## config.mk

```make
export PLATFORM = sky130hd
export DESIGN_NAME = sysdiv_top
export DESIGN_NICKNAME = d
export VERILOG_FILES = /design/src/rtl/sysdiv_pkg.sv /design/src/rtl/sysdiv_rst_sync.sv /design/src/rtl/sysdiv_cfg.sv /design/src/rtl/sysdiv_count.sv /design/src/rtl/sysdiv_top.sv
export SDC_FILE = /design/constraint.sdc
export NUM_CORES = 1
export LEC_CHECK = 0
export ABC_AREA = 1
export BUFFER_PORTS_ARGS = -buffer_cell sky130_fd_sc_hd__buf_2
export CORE_ASPECT_RATIO = 0.8
export CORE_MARGIN = 2
export CORE_UTILIZATION = 53
export CTS_CLUSTER_DIAMETER = 80
export DETAILED_ROUTE_END_ITERATION = 10
export GPL_ROUTABILITY_DRIVEN = 0
export PLACE_DENSITY = 0.8
export SKIP_LAST_GASP = 1
export SLEW_MARGIN = 20
export SYNTH_ARGS = -nofsm -noshare
export SYNTH_HDL_FRONTEND = slang
export SYNTH_SLANG_ARGS = --single-unit
```

## constraint.sdc

```tcl
create_clock -name clk -period 1.69 [get_ports clk]
set_clock_uncertainty 0.1 [all_clocks]
set_input_delay 0.169 -clock clk [delete_from_list [all_inputs] [get_ports clk]]
set_output_delay 0.169 -clock clk [all_outputs]
set_load 0.05 [all_outputs]
```

## src/rtl/sysdiv_pkg.sv

```systemverilog
package sysdiv_pkg;
  typedef enum logic {
    SRC_SYNTH = 1'b0,
    SRC_PLAIN = 1'b1
  } src_e;

  localparam int SYNTH_FLOOR = 3;
  localparam int PLAIN_FLOOR = 1;
endpackage

```

## src/rtl/sysdiv_rst_sync.sv

```systemverilog
module sysdiv_rst_sync (
  input  logic clk,
  input  logic rst_n,
  output logic srst_n
);
  logic [1:0] pipe_q;

  always_ff @(posedge clk or negedge rst_n) begin
    if (!rst_n) begin
      pipe_q <= 2'b00;
    end else begin
      pipe_q <= {pipe_q[0], 1'b1};
    end
  end

  assign srst_n = pipe_q[1];
endmodule

```

## src/rtl/sysdiv_cfg.sv

```systemverilog
module sysdiv_cfg
  import sysdiv_pkg::*;
#(
  parameter int DIV_W     = 4,
  parameter int SYN_FLOOR = SYNTH_FLOOR,
  parameter int PLN_FLOOR = PLAIN_FLOOR,
  localparam int REG_W    = DIV_W + 2
) (
  input  logic             clk,
  input  logic             srst_n,
  input  logic             wr_en,
  input  logic [REG_W-1:0] wr_data,
  input  logic             src_ref,
  output logic [DIV_W-1:0] eff_div,
  output logic             use_div,
  output logic [REG_W-1:0] rd_data
);
  logic [DIV_W-1:0] div_q, div_d;
  logic             en_q, en_d;
  logic [DIV_W-1:0] floor_v;
  logic             unused_pad;

  assign unused_pad = wr_data[DIV_W];

  // next-state: write strobe acts as the clock enable
  always_comb begin
    div_d = div_q;
    en_d  = en_q;
    if (wr_en) begin
      div_d = wr_data[DIV_W-1:0];
      en_d  = wr_data[REG_W-1];
    end
  end

  always_ff @(posedge clk or negedge srst_n) begin
    if (!srst_n) begin
      div_q <= '1;
      en_q  <= 1'b0;
    end else begin
      div_q <= div_d;
      en_q  <= en_d;
    end
  end

  // clamp to the floor of the current source; synthesizer forces the divider
  always_comb begin
    floor_v = (src_ref == SRC_PLAIN) ? DIV_W'(PLN_FLOOR) : DIV_W'(SYN_FLOOR);
    eff_div = (div_q < floor_v) ? floor_v : div_q;
    use_div = en_q | (src_ref == SRC_SYNTH);
    rd_data = {en_q, 1'b0, eff_div};
  end
endmodule

```

## src/rtl/sysdiv_count.sv

```systemverilog
module sysdiv_count #(
  parameter int DIV_W = 4
) (
  input  logic             clk,
  input  logic             srst_n,
  input  logic [DIV_W-1:0] eff_div,
  input  logic             use_div,
  output logic             sys_ce,
  output logic             div_clk
);
  logic [DIV_W-1:0] cnt_q, cnt_d;
  logic [DIV_W-1:0] act_q, act_d;
  logic             use_q, use_d;
  logic             dclk_q, dclk_d;
  logic             wrap;
  logic [DIV_W:0]   half_d;

  assign wrap = ~use_q | (cnt_q == act_q);

  // settings are sampled only on the wrap edge
  always_comb begin
    if (wrap) begin
      cnt_d = '0;
      act_d = eff_div;
      use_d = use_div;
    end else begin
      cnt_d = cnt_q + DIV_W'(1);
      act_d = act_q;
      use_d = use_q;
    end
    half_d = ({1'b0, act_d} + (DIV_W+1)'(1)) >> 1;
    dclk_d = use_d & ({1'b0, cnt_d} < half_d);
  end

  always_ff @(posedge clk or negedge srst_n) begin
    if (!srst_n) begin
      cnt_q  <= '0;
      act_q  <= '1;
      use_q  <= 1'b0;
      dclk_q <= 1'b0;
    end else begin
      cnt_q  <= cnt_d;
      act_q  <= act_d;
      use_q  <= use_d;
      dclk_q <= dclk_d;
    end
  end

  assign sys_ce  = wrap;
  assign div_clk = dclk_q;
endmodule

```

## src/rtl/sysdiv_top.sv

```systemverilog
module sysdiv_top #(
  parameter int DIV_W    = 4,
  localparam int REG_W   = DIV_W + 2
) (
  input  logic             clk,
  input  logic             rst_n,
  input  logic             src_ref,
  input  logic             wr_en,
  input  logic [REG_W-1:0] wr_data,
  output logic [REG_W-1:0] rd_data,
  output logic             sys_ce,
  output logic             div_clk
);
  logic             srst_n;
  logic [DIV_W-1:0] eff_div;
  logic             use_div;

  sysdiv_rst_sync u_rst (
    .clk    (clk),
    .rst_n  (rst_n),
    .srst_n (srst_n)
  );

  sysdiv_cfg #(.DIV_W(DIV_W)) u_cfg (
    .clk     (clk),
    .srst_n  (srst_n),
    .wr_en   (wr_en),
    .wr_data (wr_data),
    .src_ref (src_ref),
    .eff_div (eff_div),
    .use_div (use_div),
    .rd_data (rd_data)
  );

  sysdiv_count #(.DIV_W(DIV_W)) u_cnt (
    .clk     (clk),
    .srst_n  (srst_n),
    .eff_div (eff_div),
    .use_div (use_div),
    .sys_ce  (sys_ce),
    .div_clk (div_clk)
  );
endmodule

```

# --- After elaboration in Yosys (flattened, before gate mapping) ---
# Cells that the tools add are included.
classes:
  n_mux: 5
  n_eq_ne: 1
  magnitude_cmp: 2
  addsub: 2
  bitwise_logic: 5
op_table:
  columns: ["cell", "n"]
  rows:
  - ["two-way mux 4 bit", 3]
  - ["< comparator 4 bit", 2]
  - ["adder 4 x 1 -> 5 bit (second input constant)", 1]
  - ["adder 4 x 1 -> 4 bit (second input constant)", 1]
  - ["equality test 4 bit", 1]
  - ["two-way mux 2 bit", 1]
  - ["NOT 1 bit", 2]
  - ["OR 1 bit", 2]
  - ["bitwise AND 1 bit", 1]
  - ["two-way mux 1 bit", 1]
totals:
  in_bits: 10
  register_bits: 17
  word_cells: 22
  out_inout_bits: 8

# --- Depth between registers and ports, before layout ---
# Gate-level depths: netlist of run 1.
logic_depth:
  depth_word: 7
  mapped_depth: 15
  mapped_depth_nobuf: 15

# --- By module ---
# From an unflattened synthesis of run 1, not the netlist that was laid out.
unflattened:
  cells_unflattened: 123
  area_unflattened_um2: 1016.0
modules_own_cells:
  columns: ["mod", "cells_each", "seq_area_each_um2", "n_inst", "area_each_um2"]
  rows:
  - ["sysdiv_count", 79, 255.2, 1, 641.9]
  - ["sysdiv_cfg", 41, 130.1, 1, 320.3]
  - ["sysdiv_rst_sync", 3, 50.0, 1, 53.8]

# --- Least setup slack after synthesis of run 1 ---
# No wires, ideal clock.
synth_path:
  kind: "reg2reg"
  from: "register u_cfg.div_q[1]"
  to: "register u_cnt.dclk_q, in the netlist u_cnt.div_clk"
  setup_time_ns: 0.077
  path_buffers: 0
  required_ns: 1.513
  stages_incl_launch_ff: 13
  period_less_slack_ns: 2.588
  setup_slack_ns: -0.898
  arrival_ns: 2.411
  cell_sequence: "dfstp_2 -> ha_1 -> nand2_1 -> nand3_1 -> o21ai_2 -> nand2_2 -> nand2_2 -> ha_1 -> nand3_1 -> ha_1 -> a21oi_1 -> nand2_1 -> a21oi_1"
synth_via:
  elab_chain_len: 6
synth_rtl:
  columns: ["item", "line_no", "text"]
  rows:
  - ["start: declaration", "sysdiv_cfg.sv:18", "logic [DIV_W-1:0] div_q, div_d;"]
  - ["start signal: assignment", "sysdiv_cfg.sv:40", "div_q <= div_d;"]
  - ["< comparator 4 bit", "sysdiv_cfg.sv:48", "eff_div = (div_q < floor_v) ? floor_v : div_q;"]
  - ["two-way mux 4 bit *", "sysdiv_cfg.sv:48", null]
  - ["named net rd_data[1]", "sysdiv_top.sv:10", "output logic [REG_W-1:0] rd_data,"]
  - ["two-way mux 4 bit *", "sysdiv_count.sv:22", "if (wrap) begin"]
  - ["named net u_cnt.act_d[1]", "sysdiv_count.sv:12", "logic [DIV_W-1:0] act_q, act_d;"]
  - ["adder 4 x 1 -> 5 bit *", "sysdiv_count.sv:31", "half_d = ({1'b0, act_d} + (DIV_W+1)'(1)) >> 1;"]
  - ["< comparator 4 bit *", "sysdiv_count.sv:32", "dclk_d = use_d & ({1'b0, cnt_d} < half_d);"]
  - ["bitwise AND 1 bit *", "sysdiv_count.sv:32", null]
  - ["named net u_cnt.dclk_d", "sysdiv_count.sv:14", "logic dclk_q, dclk_d;"]
  - ["end signal: assignment", "sysdiv_count.sv:45", "dclk_q <= dclk_d;"]
  - ["end: declaration", "sysdiv_count.sv:14", null]
# Mark *: on every way through the listed nets, which the timed path passes. The rest lies on a longest branch.
# A chain may end at the register's enable or synchronous reset.

# --- Worst setup path after layout of run 1 ---
layout_path:
  from: "register u_cfg.div_q[1]"
  to: "register u_cnt.dclk_q, in the netlist u_cnt.div_clk"
layout_via:
  elab_chain_len: 6
layout_rtl:
  columns: ["item", "line_no"]
  rows:
  - ["< comparator 4 bit", "sysdiv_cfg.sv:48"]
  - ["two-way mux 4 bit *", "sysdiv_cfg.sv:48"]
  - ["two-way mux 4 bit *", "sysdiv_count.sv:22"]
  - ["named net u_cnt.act_d[1]", "sysdiv_count.sv:12"]
  - ["adder 4 x 1 -> 5 bit *", "sysdiv_count.sv:31"]
  - ["< comparator 4 bit *", "sysdiv_count.sv:32"]
  - ["bitwise AND 1 bit *", "sysdiv_count.sv:32"]
  - ["named net u_cnt.dclk_d", "sysdiv_count.sv:14"]
# Marks and branches as above.

==> results of run 1 <==
flip-flops by register name, summed over array words and instances, names as in the netlist:
signal and count:
u_cfg.div_q 4, u_cnt.act_q 4, u_cnt.cnt_q 4, u_rst.pipe_q 2, u_cfg.en_q 1, u_cnt.div_clk 1
u_cnt.use_q 1
path summary, 6_finish.rpt:
path	startpoint	end	slack, ps	depth (start not counted)
max	u_cfg.div_q[1]$_DFFE_PN1P_	u_cnt.div_clk$_DFF_PN0_	-540	12
min	wr_data[2]	u_cfg.div_q[2]$_DFFE_PN1P_	9	3
max reg2reg	u_cfg.div_q[1]$_DFFE_PN1P_	u_cnt.div_clk$_DFF_PN0_	-540	12
min reg2reg	u_rst.pipe_q[1]$_DFF_PN0_	u_cfg.en_q$_DFFE_PN0P_	150	0
max in group asynchronous	u_rst.pipe_q[1]$_DFF_PN0_	u_cnt.cnt_q[3]$_DFF_PN0_	940	0
min in group asynchronous	rst_n	u_rst.pipe_q[1]$_DFF_PN0_	70	2
cells in the mapped netlist, drive strengths merged:
cell type  number
dfstp           8
nor2            6
buf             2
conb            2
nand4           1
nand2          34
o21ai           5
dfrtp           9
clkbuf          3
mux2            2
inv            16
ha              6
xnor2           2
nand3           9
a21oi           2
xor2            1
power groups by stage:
stage                     logic [mW]  clock network [mW]  registers (mW)
after floorplan                 1.23                   0           0.725
after global placement          1.72                   0           0.689
after detailed placement        1.82                   0           0.697
after CTS                       1.90               0.233           0.689
after global routing            2.30               0.244           0.714
final                           2.10               0.222           0.697
final cells by class:
type / instances / area (sq um)
Clock buffer: 4 / 26.3
Timing Repair Buffer: 39 / 295
Fill cell: 100 / 287
Sequential cell: 17 / 435
Tap cell: 22 / 27.5
Inverter: 16 / 60.1
Multi-Input combinational cell: 70 / 528
kinds of logic after synthesis:
group / count (synthesis)
adders and majority gates: 6
buffers and inverters: 21
muxes: 2
other: 2
AOI/OAI and AO/OA: 7
and+or+nand+nor: 50
DFF: 17
xor gates and xnor gates: 3
what timing repair did:
action,CTS,global route
gates resized for setup,6,9
buffers inserted,0,2
hold buffers,5,0
pin swaps,4,6
hold endpoints to repair,6,0
endpoints found under the setup margin,4,5
per-layer routing:
metal	part of all wire	up-vias	GRT usage
li1	-	407	-
met1	0.41	414	0.293
met2	0.52	22	0.438
met3	0.047	7	0.0540
met4	0.024	0	0.0947
met5	0	-	0
worst max-delay path, cell delays in order (launching register included):
cell	delay, ps
dfstp_2	570
ha_4	200
nand2_2	80
nand3_4	110
o21ai_4	160
nand2_2	80
nand2_4	90
ha_4	160
nand3_2	100
ha_4	240
a21oi_2	120
nand2_1	60
a21oi_1	100
==> impl_metrics.py, run 1 <==
metrics = {
    "final_layout": {
        "drive_gt1_frac": 0.527,
        "utilization": 0.827,
        "final_common_cell": "nand2_1",
        "stdcell_area_sq_um": 1370,
        "fin_cells": 168,
        "diodes": 0,
        "nNetsFinal": 163,
        "syn_to_final_growth_pct": 44.0,
        "final_cell_mix": "nand2_1, buf_4, buf_2, inv_1, dfrtp_1",
    },
    "critical_path": {
        "end_kind": "flip-flop",
        "crit_path_start_kind": "flip-flop",
        "path_class": "flip-flop to flip-flop",
        "critical_path_required_ps": 1830,
        "worstPathArrival_ps": 2360,
        "crit_path_max_fanout": 4,
    },
    "yosys": {
        "yosysSeqAreaShare": 0.457,
        "synth_compound_area_frac": 0.0446,
        "synthDistinctLibCells": 23,
        "synth.cell_area_sq_um": 953,
        "yosys_warnings": 0,
        "synth.avg_cell_area_sq_um": 8.83,
        "synthCells": 108,
        "synth_top_area_cell": "dfrtp_1",
        "synth.area.top_cells": "dfrtp_1, dfstp_2, nand2_1, ha_1, inv_1",
        "synth_simple_gate_area_frac": 0.270,
        "netlist.area_leader.share": 0.236,
        "synth_fa_ha_area_frac": 0.0787,
        "synth_nets": 124,
        "ys_seq_elements": 17,
        "muxShareOfSynthArea": 0.0236,
        "synth_xor_area_frac": 0.0276,
        "synth_top_family_by_area": "simple AND/OR/NAND/NOR gates",
    },
    "power_and_ir_drop": {
        "pwr-share-comb": 0.695,
        "seqPwrFrac": 0.231,
        "power_mw": 3.01,
        "p_leak_nw": 0.684,
        "peakVddDrop_v": 0.00148,
        "swShare": 0.465,
        "power_density_nw_per_um2": 2200,
        "p_sw_mw": 1.40,
        "internal-power_mw": 1.61,
        "clock_power_share": 0.074,
    },
    "global_routing": {
        "grt_max_degree": 16,
        "grt_pass1_vias": 813,
        "grt_overflow": 0,
        "grt_pass1_wl_microns": 3800,
        "grt_usage": 0.249,
        "antenna_found_initial": 0,
    },
    "die": {
        "die_w_microns": 51.4,
        "dieArea_sq_um": 2160,
        "ios": 18,
        "core-area_sq_um": 1660,
        "rows": 13,
        "start_util": 0.575,
        "die_h_microns": 41.9,
    },
    "clocking": {
        "cts_tree": "yes",
        "cts_sinks": 17,
        "numCtsBuffers": 3,
        "cts.path.max_buffers": 2,
        "h-tree-depth": 1,
        "path_clk_slew_ps": 90,
        "clkLatencyLatePin_ps": 300,
        "cts-root-buf": "clkbuf_4",
    },
    "timing": {
        "setup_violations": 4,
        "hold_viol": 0,
        "grt_setup_unrepaired": "true",
        "timing.final.crit_share": 1.32,
        "fin_ws_ps": -539,
        "max_slew.worst_pin.slew_ps": 609,
        "drv_slew": 0,
        "slew_headroom": 0.594,
        "fmax_ghz": 0.449,
        "whs_ps": 9.12,
        "tns_ps": -1120,
        "fin_crit_ps": 2230,
    },
    "run_status": {
        "status": "finished with violations",
        "violations": "negative setup slack",
    },
    "placed_design": {
        "dpl.hpwl_microns": 1600,
        "pre_cts_ws_ps": -555,
        "place_inst": 157,
        "place_area_sq_um": 1230,
        "portBuffers": 15,
    },
    "detailed_routing": {
        "drt-initial-drc-count": 10,
        "firstDrtPassIters": 4,
        "via_count": 850,
        "vias_per_cell": 5.06,
        "wl_per_cell_microns": 14.7,
        "drc": 0,
        "drt_wl_total_microns": 2470,
        "antenna_left": 0,
    },
    "job": {
        "cap_violations": 0,
    },
    "worst_hold_path": {
        "hold_class": "primary input to flip-flop",
    },
}
No activity file was read; power rests on OpenSTA's default activity.
==> inputs of run 2 (changes only) <==
--- a/config.mk
+++ b/config.mk
@@ -7,7 +7,6 @@
 export LEC_CHECK = 0
 export ABC_AREA = 1
 export BUFFER_PORTS_ARGS = -buffer_cell sky130_fd_sc_hd__buf_2
-export CORE_ASPECT_RATIO = 0.8
 export CORE_MARGIN = 2
 export CORE_UTILIZATION = 53
 export CTS_CLUSTER_DIAMETER = 80
==> run 2 against run 1 <==
Global-route usage decreased by 2.7 points. Worst hold slack improved by 15 ps. Sequential share of layout area decreased by 0.65 points. The run still ends with negative setup slack left. Die area hardly changed. Cell count increased by 3.0%. Total power is 0.56% higher.
==> impl_metrics.py, run 2 (same netlist as run 1, synthesis figures left out) <==
metrics = {
    "power_and_ir_drop": {
        "clock_power_share": 0.073,
        "seqPwrFrac": 0.228,
        "p_sw_mw": 1.40,
        "internal-power_mw": 1.63,
        "p_leak_nw": 0.704,
        "power_density_nw_per_um2": 2160,
        "swShare": 0.461,
        "peakVddDrop_v": 0.00132,
        "power_mw": 3.03,
        "pwr-share-comb": 0.699,
    },
    "die": {
        "die_w_microns": 46.4,
        "start_util": 0.558,
        "dieArea_sq_um": 2150,
        "core-area_sq_um": 1710,
        "die_h_microns": 46.4,
        "rows": 15,
        "ios": 18,
    },
    "final_layout": {
        "stdcell_area_sq_um": 1400,
        "nNetsFinal": 165,
        "drive_gt1_frac": 0.520,
        "syn_to_final_growth_pct": 47.0,
        "utilization": 0.821,
        "final_cell_mix": "nand2_1, buf_4, inv_1, buf_2, dfrtp_1",
        "final_common_cell": "nand2_1",
        "reg_top3": "u_cfg.div_q x4, u_cnt.act_q x4, u_cnt.cnt_q x4",
        "diodes": 0,
    },
    "global_routing": {
        "grt_usage": 0.222,
        "grt_overflow": 0,
        "antenna_found_initial": 0,
        "grt_max_degree": 16,
        "grt_pass1_wl_microns": 3250,
        "grt_pass1_vias": 742,
    },
    "clocking": {
        "numCtsBuffers": 3,
        "clkLatencyLatePin_ps": 300,
        "cts_tree": "yes",
        "cts-root-buf": "clkbuf_4",
        "path_clk_slew_ps": 100,
        "h-tree-depth": 1,
        "cts.path.max_buffers": 2,
        "cts_sinks": 17,
    },
    "critical_path": {
        "path_delay_family": "adder cells",
        "path_class": "flip-flop to flip-flop",
        "crit_slowest_cell": "dfstp_2",
        "crit_path_max_fanout": 3,
        "startpoint": "u_cfg.div_q[1]$_DFFE_PN1P_",
        "end_kind": "flip-flop",
        "critical_path_required_ps": 1820,
        "crit_path_start_kind": "flip-flop",
        "crit_buf_inv": 0,
        "crit_path_cell_trace": "ha_4 -> nand2_4 -> nand3_4 -> nand2_4 -> o21ai_4 -> nand2_2 -> nand2_4 -> ha_4 -> xnor2_2 -> ha_1 -> nand2_1 -> nand2_1 -> a21oi_2",
        "critPathMaxStageDelay_ps": 560,
        "worstPathArrival_ps": 2410,
        "cp_common_cell": "nand2_4",
        "r2r_start": "u_cfg.div_q[1]$_DFFE_PN1P_",
    },
    "timing": {
        "slew_headroom": 0.601,
        "setup_violations": 4,
        "max_slew.worst_pin.slew_ps": 599,
        "timing.final.crit_share": 1.35,
        "fin_ws_ps": -588,
        "drv_slew": 0,
        "fmax_ghz": 0.439,
        "grt_setup_unrepaired": "true",
        "fin_crit_ps": 2280,
        "hold_viol": 0,
    },
    "detailed_routing": {
        "drc": 0,
        "antenna_left": 0,
        "drt_wl_total_microns": 2130,
        "drt-initial-drc-count": 9,
        "via_count": 814,
        "wl_per_cell_microns": 12.3,
        "firstDrtPassIters": 4,
        "vias_per_cell": 4.71,
    },
    "placed_design": {
        "portBuffers": 15,
        "place_area_sq_um": 1220,
        "dpl.hpwl_microns": 1410,
        "pre_cts_ws_ps": -549,
    },
    "run_status": {
        "violations": "negative setup slack",
        "status": "finished with violations",
    },
    "worst_hold_path": {
        "min_from": "wr_data[0]",
        "hold_class": "primary input to flip-flop",
    },
    "job": {
        "cap_violations": 0,
    },
}
-- run 2: power groups by stage --
stage / sequential, mW / clock, mW / combinational (mW)
finish: 0.691 / 0.223 / 2.12
global route: 0.706 / 0.240 / 2.29
detailed placement: 0.697 / 0 / 1.73
CTS: 0.692 / 0.223 / 1.98
floorplan: 0.725 / 0 / 1.23
global placement: 0.689 / 0 / 1.67
-- run 2: cell type report --
| class | instances | area, sq um |
|---|---|---|
| flip-flops and latches | 17 | 435 |
| clock buffers | 4 | 26.3 |
| multi-input cells | 70 | 532 |
| repair buffers | 41 | 317 |
| well taps | 25 | 31.3 |
| inverters | 16 | 60.1 |
| fillers | 113 | 307 |
-- run 2: routing by layer --
| layer | wire [microns] | GRT usage | share of wire |
|---|---|---|---|
| met5 | 0 | 0 | 0 |
| met4 | 12 | 0.0514 | 0.0056 |
| met3 | 81 | 0.0471 | 0.038 |
| met2 | 1210 | 0.422 | 0.57 |
| met1 | 822 | 0.247 | 0.39 |
-- run 2: path summary, 6_finish.rpt --
path,slack (ps),end,cells past startpoint
setup / recovery,-590,u_cnt.div_clk$_DFF_PN0_,13
hold / removal,20,u_cfg.div_q[0]$_DFFE_PN1P_,3
setup reg to reg,-590,u_cnt.div_clk$_DFF_PN0_,13
hold reg to reg,140,u_cfg.en_q$_DFFE_PN0P_,0
max in group asynchronous,950,u_cnt.cnt_q[2]$_DFF_PN0_,0
min in group asynchronous,70,u_rst.pipe_q[0]$_DFF_PN0_,2
-- run 2: through the flow --
stage	instances	TNS, ps	hold WS (ps)
5_1_grt	173	-1370	52.6
2_1_floorplan	108	-729	-227
6_report	173	-1160	24.5
4_1_cts	171	-1070	2.61
3_3_place_gp	158	-488	-147
3_5_place_dp	158	-549	-144
-- run 2: worst min-delay path, delay by kind of cell --
| kind | cells | cell delay, ps |
|---|---|---|
| buffers and inverters | 1 | 80 |
| AND/OR/NAND/NOR | 1 | 40 |
| AO/OA/AOI/OAI | 1 | 90 |
-- run 2: repair_timing --
| action | CTS | global route |
|---|---|---|
| buffers inserted | 6 | 1 |
| endpoints found under the hold margin | 5 | 1 |
| setup endpoints to repair | 4 | 4 |
| resized for setup | 11 | 6 |
| gates cloned | 0 | 0 |
| hold buffers | 4 | 1 |
| pin swaps | 16 | 1 |
